<file path="src/rtl/sft_pkg.sv">
// Shared constants and types for the synchronous frame transmitter.
package sft_pkg;
    localparam int WORD_W    = 16;
    localparam int N_WORDS   = 4;
    localparam int BYTE_W    = 8;
    localparam int CODE_W    = 4;
    localparam int GUARD_CYC = 10;
    localparam logic [BYTE_W-1:0] SOF_BYTE = 8'h02;
    localparam logic [BYTE_W-1:0] EOF_BYTE = 8'h03;

    typedef enum logic [1:0] {
        ST_IDLE  = 2'd0,
        ST_GUARD = 2'd1,
        ST_SHIFT = 2'd2
    } seq_state_t;
endpackage

</file>
<file path="src/rtl/addr_decoder.sv">
// One-of-N address decoder.
// Assumes: the code is stable in the same cycle as the enable; no registers.
module addr_decoder #(
    parameter int CODE_W = 4,
    localparam int LINES = 1 << CODE_W
) (
    input  logic              en,
    input  logic [CODE_W-1:0] code,
    output logic [LINES-1:0]  hot
);
    // One output line per code value, each gated by the enable.
    for (genvar i = 0; i < LINES; i++) begin : g_line
        assign hot[i] = en && (code == CODE_W'(i));
    end
endmodule

</file>
<file path="src/rtl/record_store.sv">
// Holds the host words of one record and tracks which slots have been filled.
// Assumes: one write per cycle at most; consume empties the mask, but a
// write in the same cycle still marks its own slot.
module record_store #(
    parameter int WORD_W    = 16,
    parameter int N_WORDS   = 4,
    parameter int LINES     = 16,
    parameter int SLOT_BASE = 0,
    localparam int REC_W    = WORD_W * N_WORDS
) (
    input  logic              clk,
    input  logic              rst_n,
    input  logic              wr_en,
    input  logic [LINES-1:0]  line_hot,
    input  logic [WORD_W-1:0] wr_data,
    input  logic              consume,
    output logic [REC_W-1:0]  rec_words,
    output logic              complete
);
    logic [N_WORDS-1:0] sel;
    logic [N_WORDS-1:0] mask_q;

    for (genvar i = 0; i < N_WORDS; i++) begin : g_slot
        logic [WORD_W-1:0] word_q;

        // Slot select from the decoded address line.
        assign sel[i] = wr_en && line_hot[SLOT_BASE + i];

        // Capture the host word when this slot is addressed.
        always_ff @(posedge clk) begin
            if (!rst_n)
                word_q <= '0;
            else if (sel[i])
                word_q <= wr_data;
        end

        // Slot 0 occupies the most significant word.
        assign rec_words[(N_WORDS-1-i)*WORD_W +: WORD_W] = word_q;
    end

    // Filled-slot mask: emptied on consume, set per written slot.
    always_ff @(posedge clk) begin
        if (!rst_n)
            mask_q <= '0;
        else
            mask_q <= (consume ? '0 : mask_q) | sel;
    end

    assign complete = &mask_q;

    // rewriting an already-filled slot does not change the mask.
    p_rewrite_no_advance_r5: assert property (@(posedge clk) disable iff (!rst_n)
        (!consume && ((sel & ~mask_q) == '0)) |=> (mask_q == $past(mask_q)));

    // at most one slot is written per cycle.
    p_single_slot_r4: assert property (@(posedge clk) disable iff (!rst_n)
        $onehot0(sel));
endmodule

</file>
<file path="src/rtl/frame_sequencer.sv">
// Detects the falling edge of the request strobe, waits the guard time and
// shifts out the framed record MSB first while the gate is held high.
// Assumes: req_in is synchronous to clk; GUARD_CYC >= 1.
module frame_sequencer
    import sft_pkg::*;
#(
    parameter int WORD_W    = 16,
    parameter int N_WORDS   = 4,
    parameter int BYTE_W    = 8,
    parameter int GUARD_CYC = 10,
    parameter logic [BYTE_W-1:0] SOF = 8'h02,
    parameter logic [BYTE_W-1:0] EOF = 8'h03,
    localparam int REC_W    = WORD_W * N_WORDS,
    localparam int FRAME_W  = 2 * BYTE_W + REC_W - BYTE_W,
    localparam int CNT_MAX  = (FRAME_W > GUARD_CYC) ? FRAME_W : GUARD_CYC,
    localparam int CNT_W    = $clog2(CNT_MAX + 1),
    localparam int RUN_W    = $clog2(FRAME_W + 2)
) (
    input  logic             clk,
    input  logic             rst_n,
    input  logic             req_in,
    input  logic             complete,
    input  logic [REC_W-1:0] rec_words,
    output logic             consume,
    output logic             gate_out,
    output logic             data_out
);
    seq_state_t         state_q;
    logic [CNT_W-1:0]   cnt_q;
    logic [FRAME_W-1:0] shreg_q;
    logic               req_q;
    logic               gate_q;
    logic               data_q;
    logic               req_fall;
    logic               start;
    logic [FRAME_W-1:0] frame;

    // Assemble the frame: start byte, record without the last low byte, end byte.
    assign frame    = {SOF, rec_words[REC_W-1:BYTE_W], EOF};
    assign req_fall = req_q && !req_in;
    assign start    = req_fall && (state_q == ST_IDLE) && complete;
    assign consume  = start;

    // Previous-cycle copy of the request strobe for edge detection.
    always_ff @(posedge clk) begin
        if (!rst_n)
            req_q <= 1'b0;
        else
            req_q <= req_in;
    end

    // Sequencer: idle, guard countdown, then shift one bit per cycle.
    always_ff @(posedge clk) begin
        if (!rst_n) begin
            state_q <= ST_IDLE;
            cnt_q   <= '0;
            shreg_q <= '0;
            gate_q  <= 1'b0;
            data_q  <= 1'b0;
        end else begin
            case (state_q)
                ST_IDLE: begin
                    if (start) begin
                        shreg_q <= frame;
                        cnt_q   <= CNT_W'(GUARD_CYC - 1);
                        state_q <= ST_GUARD;
                    end
                end
                ST_GUARD: begin
                    if (cnt_q == '0) begin
                        state_q <= ST_SHIFT;
                        gate_q  <= 1'b1;
                        data_q  <= shreg_q[FRAME_W-1];
                        shreg_q <= shreg_q << 1;
                        cnt_q   <= CNT_W'(FRAME_W - 1);
                    end else begin
                        cnt_q <= cnt_q - 1'b1;
                    end
                end
                ST_SHIFT: begin
                    if (cnt_q == '0) begin
                        state_q <= ST_IDLE;
                        gate_q  <= 1'b0;
                        data_q  <= 1'b0;
                    end else begin
                        data_q  <= shreg_q[FRAME_W-1];
                        shreg_q <= shreg_q << 1;
                        cnt_q   <= cnt_q - 1'b1;
                    end
                end
                default: state_q <= ST_IDLE;
            endcase
        end
    end

    assign gate_out = gate_q;
    assign data_out = data_q;

    // Checker state: length of the current gate-high run.
    logic [RUN_W-1:0] run_q;
    always_ff @(posedge clk) begin
        if (!rst_n)
            run_q <= '0;
        else if (gate_q)
            run_q <= run_q + 1'b1;
        else
            run_q <= '0;
    end

    // Checker state: cycles since the last accepted request (saturating).
    logic [4:0] since_q;
    always_ff @(posedge clk) begin
        if (!rst_n)
            since_q <= '1;
        else if (start)
            since_q <= '0;
        else if (since_q != '1)
            since_q <= since_q + 1'b1;
    end

    // data is low whenever the gate is low.
    p_idle_low_r9: assert property (@(posedge clk) disable iff (!rst_n)
        !gate_out |-> !data_out);

    // the gate never stays high for more than the frame length.
    p_gate_bound_r8: assert property (@(posedge clk) disable iff (!rst_n)
        gate_out |-> (run_q < RUN_W'(FRAME_W)));

    // the gate falls only after exactly the frame length.
    p_gate_len_r8: assert property (@(posedge clk) disable iff (!rst_n)
        $fell(gate_out) |-> (run_q == RUN_W'(FRAME_W)));

    // the gate rises exactly the guard time after an accepted request.
    p_guard_delay_r7: assert property (@(posedge clk) disable iff (!rst_n)
        $rose(gate_out) |-> (since_q == 5'(GUARD_CYC)));

    // a request against an incomplete record leaves the sequencer idle.
    p_no_start_incomplete_r6: assert property (@(posedge clk) disable iff (!rst_n)
        (req_fall && !complete && state_q == ST_IDLE) |=> (state_q == ST_IDLE));

    // the first bit on the line is the MSB of the start byte.
    p_first_bit_r2: assert property (@(posedge clk) disable iff (!rst_n)
        $rose(gate_out) |-> (data_out == SOF[BYTE_W-1]));
endmodule

</file>
<file path="src/rtl/sync_frame_tx.sv">
// Top of the synchronous serial frame transmitter: host window decode,
// record storage and frame sequencing, all on the received bit clock.
// Assumes: host writes are synchronous to clk.
module sync_frame_tx
    import sft_pkg::*;
#(
    parameter int SLOT_BASE = 0
) (
    input  logic              clk,
    input  logic              rst_n,
    input  logic              host_wr,
    input  logic [CODE_W:0]   host_addr,
    input  logic [WORD_W-1:0] host_wdata,
    input  logic              req_in,
    output logic              gate_out,
    output logic              data_out
);
    localparam int LINES = 1 << CODE_W;
    localparam int REC_W = WORD_W * N_WORDS;

    logic [LINES-1:0] line_hot;
    logic [REC_W-1:0] rec_words;
    logic             complete;
    logic             consume;

    addr_decoder #(.CODE_W(CODE_W)) u_dec (
        .en   (host_addr[CODE_W]),
        .code (host_addr[CODE_W-1:0]),
        .hot  (line_hot)
    );

    record_store #(
        .WORD_W    (WORD_W),
        .N_WORDS   (N_WORDS),
        .LINES     (LINES),
        .SLOT_BASE (SLOT_BASE)
    ) u_store (
        .clk       (clk),
        .rst_n     (rst_n),
        .wr_en     (host_wr),
        .line_hot  (line_hot),
        .wr_data   (host_wdata),
        .consume   (consume),
        .rec_words (rec_words),
        .complete  (complete)
    );

    frame_sequencer #(
        .WORD_W    (WORD_W),
        .N_WORDS   (N_WORDS),
        .BYTE_W    (BYTE_W),
        .GUARD_CYC (GUARD_CYC),
        .SOF       (SOF_BYTE),
        .EOF       (EOF_BYTE)
    ) u_seq (
        .clk       (clk),
        .rst_n     (rst_n),
        .req_in    (req_in),
        .complete  (complete),
        .rec_words (rec_words),
        .consume   (consume),
        .gate_out  (gate_out),
        .data_out  (data_out)
    );
endmodule

</file>
<file path="config.mk">
export PLATFORM = sky130hd
export DESIGN_NAME = sync_frame_tx
export DESIGN_NICKNAME = d
export VERILOG_FILES = /design/src/rtl/sft_pkg.sv /design/src/rtl/addr_decoder.sv /design/src/rtl/record_store.sv /design/src/rtl/frame_sequencer.sv /design/src/rtl/sync_frame_tx.sv
export SDC_FILE = /design/constraint.sdc
export NUM_CORES = 1
export LEC_CHECK = 0
export ABC_AREA = 1
export CELL_PAD_IN_SITES_DETAIL_PLACEMENT = 0
export CELL_PAD_IN_SITES_GLOBAL_PLACEMENT = 1
export CORE_MARGIN = 5
export CORE_UTILIZATION = 35
export CTS_BUF_LIST = sky130_fd_sc_hd__clkbuf_4 sky130_fd_sc_hd__clkbuf_8 sky130_fd_sc_hd__clkbuf_16
export DETAILED_ROUTE_END_ITERATION = 16
export PLACE_DENSITY_LB_ADDON = 0.1
export SLEW_MARGIN = 0
export SYNTH_ARGS = -nofsm -noshare
export SYNTH_HDL_FRONTEND = slang
export SYNTH_SLANG_ARGS = --single-unit
</file>
<file path="constraint.sdc">
create_clock -name clk -period 1.95 [get_ports clk]
set_input_delay 0.195 -clock clk [delete_from_list [all_inputs] [get_ports clk]]
set_output_delay 0.195 -clock clk [all_outputs]
set_load 0.1 [all_outputs]
</file>
After elaboration in Yosys (flattened, before gate mapping)
Cells that the tools add are included.
Storage, ports and cells
  register bits after elaboration: 152
  latch bits: 0
  RAM bits: 0
  memory bits (read-only): 0
  bits of input ports: 25
  output and inout bits: 2
  logic and storage cells: 64
  memories: 0
Operators by class
  add/subtract/negate cells: 1
  multiply operators: 0
  divide/modulo/power cells: 0
  magnitude comparators: 0
  equal/unequal tests: 9
  shift operators: 0
  multiplexer cells: 19
  bitwise gates (word level): 1
  reductions and logical operators: 23
Operators by type and width (count)
  $mux 72: 3
  $pmux 72 s3: 1
  $mux 7: 3
  $pmux 7 s3: 1
  $logic_and 1x1->1: 11
  $reduce_and 3->1: 3
  $eq 4x2->1 const B: 2
  $reduce_and 4->1: 2
  $logic_not 7->1: 1
  $sub 7x1->7 const B: 1
  $mux 2: 3
  $pmux 2 s3: 1
  $eq 4x1->1 const B: 1
  $logic_not 4->1: 1
  $mux 1: 4
  $mux 4: 1
  $ne 2x1->1 const B: 2
  $ne 2x2->1 const B: 2
  $or 4x4->4: 1
  $pmux 1 s2: 2
  $reduce_bool 3->1: 1
  $eq 2x1->1 const B: 1
  $eq 2x2->1 const B: 1
  $logic_not 2->1: 1
  3 further kinds: 3

Depth between registers and ports, before layout
  word-level depth: 6
  mapped depth: 13
  mapped depth without buffers: 11

Hierarchy
From an unflattened synthesis, not the netlist that was laid out.
Unflattened totals
  cells, all modules: 1106
  area total of the unflattened synthesis: 7601.0 um^2
By module, submodules not included
  frame_sequencer: times used 1, cells an instance 650, area each 4749.6 um^2, seq. area each 1681.6 um^2
  record_store: times used 1, cells an instance 424, area each 2725.1 um^2, seq. area each 1361.3 um^2
  addr_decoder: times used 1, cells an instance 32, area each 126.4 um^2, seq. area each 0.0 um^2

Worst setup path before layout
OpenSTA, ideal clock, no wires.
  path kind: flip-flop to flip-flop
  start: register u_seq.state_q[0]
  end: register u_seq.shreg_q[43]
  setup time: 0.113 ns
  data arrival time: 1.629 ns
  data required time: 1.837 ns
  slack: 0.208 ns
  stages on the path, launching flop included: 9
  buffers on the path: 2
  clock period less this slack: 1.742 ns
  cells stage by stage: dfxtp_1 inv_1 ha_1 buf_2 clkbuf_1 mux2i_1 nand2_1 nand2_1 nor2_1
Between the ends
  word-level cells in the longest chain between the ends: 5
  elaborated cells on any way between the ends: 11
  those cells by class: 5 x eq/ne; 1 x mux; 5 x reduce/logical
Ends and longest elaborated chain
  start: declaration: RTL line frame_sequencer.sv:28  | seq_state_t state_q;
  start signal: assignment: RTL line frame_sequencer.sv:55  | state_q <= ST_IDLE;
  start signal: assignment: RTL line frame_sequencer.sv:66  | state_q <= ST_GUARD;
  start signal: assignment: RTL line frame_sequencer.sv:71  | state_q <= ST_SHIFT;
  $logic_not 2->1: RTL line frame_sequencer.sv:41, frame_sequencer.sv:61
  $logic_and 1x1->1 (2 in a row): RTL line frame_sequencer.sv:41  | assign start = req_fall && (state_q == ST_IDLE) && complete;
  $ne 2x2->1 (no source line)
  $reduce_and 4->1 (no source line)
  end signal: assignment: RTL line frame_sequencer.sv:64  | shreg_q <= frame;
  end signal: assignment: RTL line frame_sequencer.sv:74  | shreg_q <= shreg_q << 1;
  end signal: assignment: RTL line frame_sequencer.sv:87  | shreg_q <= shreg_q << 1;
  end: declaration: RTL line frame_sequencer.sv:30  | logic [FRAME_W-1:0] shreg_q;
Several ways; a longest one is shown, not always the timed one.
A chain may end at the register's enable or synchronous reset.

Worst setup path in the final report
  start: register u_seq.cnt_q[1]
  end: register u_seq.shreg_q[58]
Between the ends
  word-level cells in the longest chain between the ends: 3
  elaborated cells on any way between the ends: 4
  those cells by class: 2 x eq/ne; 2 x reduce/logical
Ends and longest elaborated chain
  start: declaration: RTL line frame_sequencer.sv:29  | logic [CNT_W-1:0] cnt_q;
  start signal: assignment: RTL line frame_sequencer.sv:65  | cnt_q <= CNT_W'(GUARD_CYC - 1);
  start signal: assignment: RTL line frame_sequencer.sv:75  | cnt_q <= CNT_W'(FRAME_W - 1);
  start signal: assignment: RTL line frame_sequencer.sv:77  | cnt_q <= cnt_q - 1'b1;
  $logic_not 7->1 *: RTL line frame_sequencer.sv:70, frame_sequencer.sv:81
  $ne 2x2->1 (no source line) / $ne 2x1->1 (equally long branches)
  $reduce_and 4->1 (no source line) *
Mark *: on every way between the ends. The rest lies on a longest branch, timed or not.

==> metrics.csv <==
stage;metric;value;unit
synth;postSynthAreaPerCell;7.15;um2
setup_path;crit_arrival;2180;ps
power_and_ir_drop;p_sw_frac;0.323;
synth;yosysTopAreaCell;dfxtp_1;
setup_path;rr_worst_depth;13;
synth;ys_types;25;
status;status;complete, no violations;
layout;fill_cells;1754;
setup_path;regToRegStartpoint;u_seq.cnt_q[1]$_SDFFE_PN0P_;
route;viasPerCell;4.73;
layout;areaGrowthSynthToFinish;25.1;%
route;routedWlPerCell;14.0;um
synth;yosys.area_share.simple;0.283;
grt;grt_pass1_wl;25600;um
timing;hold_viol;0;
setup_path;rr_endpoint;u_seq.shreg_q[58]$_SDFFE_PN0P_;
flow_run;maxCapViolCount;0;
timing;setup_viol;0;
floorplan;fp.dieW;143;um
route;ant_nets;0;
setup_path;worstPathMaxFanout;7;
clock_tree;cts_tree;built;
timing;slew_viol_final;0;
route;vias;5417;
floorplan;core;17400;um2
timing;relSlewSlack;0.630;
clock_tree;clk_path_buf_depth;2;
timing;holdWs;147;ps
power_and_ir_drop;p_seq_frac;0.374;
grt;grt_max_degree;56;
grt;antenna_found_initial;0;
timing;finalWorstSetupSlack;94.7;ps
route;route.detailed.drc;0;
hold_path;hold-path-cell-count;3;
power_and_ir_drop;powerDensity;1270;nW/um2
synth;synthAdderAreaFrac;0.0121;
clock_tree;hold_buffers;0;
layout;final_nets;939;
grt;overflow;0;
synth;synth_nets;897;
synth;synth-seq-cells;144;
timing;max_slew.worst_pin.slew;555;ps
floorplan;die_area;20500;um2
clock_tree;cts_root_buffer;clkbuf_16;
power_and_ir_drop;switching_power;3.19;mW
hold_path;worstHoldPathType;input port to register;
floorplan;ios;27;
synth;synth_xor_area_frac;0.00566;
synth;syn_area;6190;um2
hold_path;hold_start;rst_n;
floorplan;num_rows;48;
synth;synth_top_area_share;0.465;
placed_design;gp_congestion;0.734;
route;wirelength;16100;um
setup_path;crit_path_end_kind;register;
timing;tns;0;ps
clock_tree;clkLatencyLatePin;420;ps
layout;final_cells;1146;
route;drt_first_pass_iters;5;
floorplan;die_height;143;um
synth;synth.area.top_cells;dfxtp_1 47%, nand2_1 12%, nor2_1 11%, a21oi_1 7.8%, mux2i_1 4.8%;
layout;layout_common_cells;199 x nand2_1, 182 x nor2_1, 140 x dfxtp_1;
clock_tree;clk_pin_slew;60;ps
setup_path;cp.required;2270;ps
synth;synth_top_family_by_area;simple AND/OR/NAND/NOR gates;
placed_design;dp_hpwl;10100;um
synth;synth.yosys.seq_area_share;0.465;
timing;fin_crit;1860;ps
synth;synth_mux_area_frac;0.0485;
placed_design;io_buffers;26;
layout;drive_above_1_share;0.115;
power_and_ir_drop;power_frac_clock;0.331;
setup_path;worstSetupStartpointType;register;
floorplan;start_util;0.357;
power_and_ir_drop;leakagePower;3.04;nW
grt;grt_pass1_vias;5113;
hold_path;hold_end;u_seq.shreg_q[0]$_SDFFE_PN0P_;
placed_design;pre_cts_ws;86.9;ps
timing;timing.fmax;0.539;GHz
clock_tree;numCtsBuffers;17;
layout;final_common_cell;nand2_1;
power_and_ir_drop;vdd_drop_max;0.712;mV
setup_path;r2r_slack;90;ps
layout;fin_util;0.447;
synth;syn_inst;866;
route;drt_iter0_markers;257;
layout;insertedDiodeCount;0;
placed_design;dpl.cell_count;1100;
timing;finalClockSkew;7.44;ps
power_and_ir_drop;combPwrFrac;0.295;
clock_tree;cts_htree_levels;4;
synth;synth_warnings;0;
timing;post-route-period-util;0.951;
power_and_ir_drop;p_int;6.68;mW
clock_tree;cts_sinks;144;
synth;synth_compound_area_frac;0.111;
setup_path;crit_type;register to register;
grt;grt_usage;0.157;
==> how the worst max path moves through the flow <==
stage                                       start  slack, ps  cells past startpoint                             end
floorplan           u_seq.state_q[0]$_SDFFE_PN0P_        210                      8  u_seq.shreg_q[43]$_SDFFE_PN0P_
global placement                           req_in         90                     11  u_seq.shreg_q[32]$_SDFFE_PN0P_
finish                u_seq.cnt_q[1]$_SDFFE_PN0P_         90                     13  u_seq.shreg_q[58]$_SDFFE_PN0P_
CTS                 u_seq.state_q[0]$_SDFFE_PN0P_         90                     13  u_seq.shreg_q[20]$_SDFFE_PN0P_
global route          u_seq.cnt_q[1]$_SDFFE_PN0P_        -20                     12  u_seq.shreg_q[52]$_SDFFE_PN0P_
detailed placement                         req_in         90                     11  u_seq.shreg_q[49]$_SDFFE_PN0P_
==> flip-flops by register name, summed over array words and instances (netlist names) <==
signal and cells:
u_seq.shreg_q 72, u_store.g_slot.word_q 56, u_seq.cnt_q 7, u_store.mask_q 4
u_seq.state_q 2, u_seq.data_out 1, u_seq.gate_out 1, u_seq.req_q 1
==> cells in the mapped netlist, drive strengths merged <==
cell type and count:
nand2 205, nor2 188, dfxtp 144, a21oi 97, inv 51, nand3 43, o21ai 38, buf 30
mux2i 30, clkbuf 22, ha 6, nand4 3, xnor2 3, a211oi 1, a21boi 1, clkinv 1
nor3b 1, or2 1, xor2 1
==> critical path, stage by stage, from the launching register on <==
cell,delay (ps)
dfxtp_2,320
inv_1,70
ha_1,130
inv_1,60
nor2_4,130
nand3_2,90
nand2_2,100
nand2_2,80
nor2_4,230
clkbuf_16,240
clkbuf_16,150
nand2_1,50
nand2_1,50
nor2_1,40
==> power groups by stage <==
stage / registers (mW) / clock network, mW / logic (mW)
after floorplan: 3.76 / 0 / 1.76
after global placement: 3.74 / 0 / 2.51
after detailed placement: 3.75 / 0 / 2.55
after CTS: 3.69 / 3.37 / 2.55
after global routing: 3.75 / 3.47 / 3.26
final: 3.69 / 3.27 / 2.92
==> routing by layer <==
layer	global-route usage	part of all wire	vias to the layer above
met4	0.0630	0.017	0
li1	-	-	2834
met1	0.206	0.49	2471
met3	0.0318	0.038	20
met5	0	0	-
met2	0.254	0.46	92
==> layout make-up <==
type / instances / area [um2] / share of cell area
clock buffers: 18 / 439 / 0.0566
multi-input cells: 618 / 2900 / 0.374
inverters: 52 / 198 / 0.0255
flip-flops and latches: 144 / 2890 / 0.373
well taps: 225 / 282 / 0.0363
clock inverters: 14 / 159 / 0.0205
repair buffers: 75 / 887 / 0.114
==> timing repair <==
action                     CTS  global route
buffers inserted             0             5
setup endpoints to repair    0            48
gates resized for setup      0            19
==> metrics by stage <==
stage          power [mW]  area [um2]
2_1_floorplan        5.52        6190
3_3_place_gp         6.25        6880
3_5_place_dp         6.30        6880
4_1_cts              9.61        7470
5_1_grt              10.5        7750
6_report             9.88        7750
==> cells by family (layout without fill, tap and decap cells) <==
logic type                 Yosys count  count (layout)
DFF                                144             144
and+or+nand+nor                    441             441
adders and majority gates            6               6
buffers and inverters              104             159
xor gates and xnor gates             4               4
muxes                               30              30
AOI/OAI and AO/OA                  137             137
No activity file was read; power rests on OpenSTA's default activity.
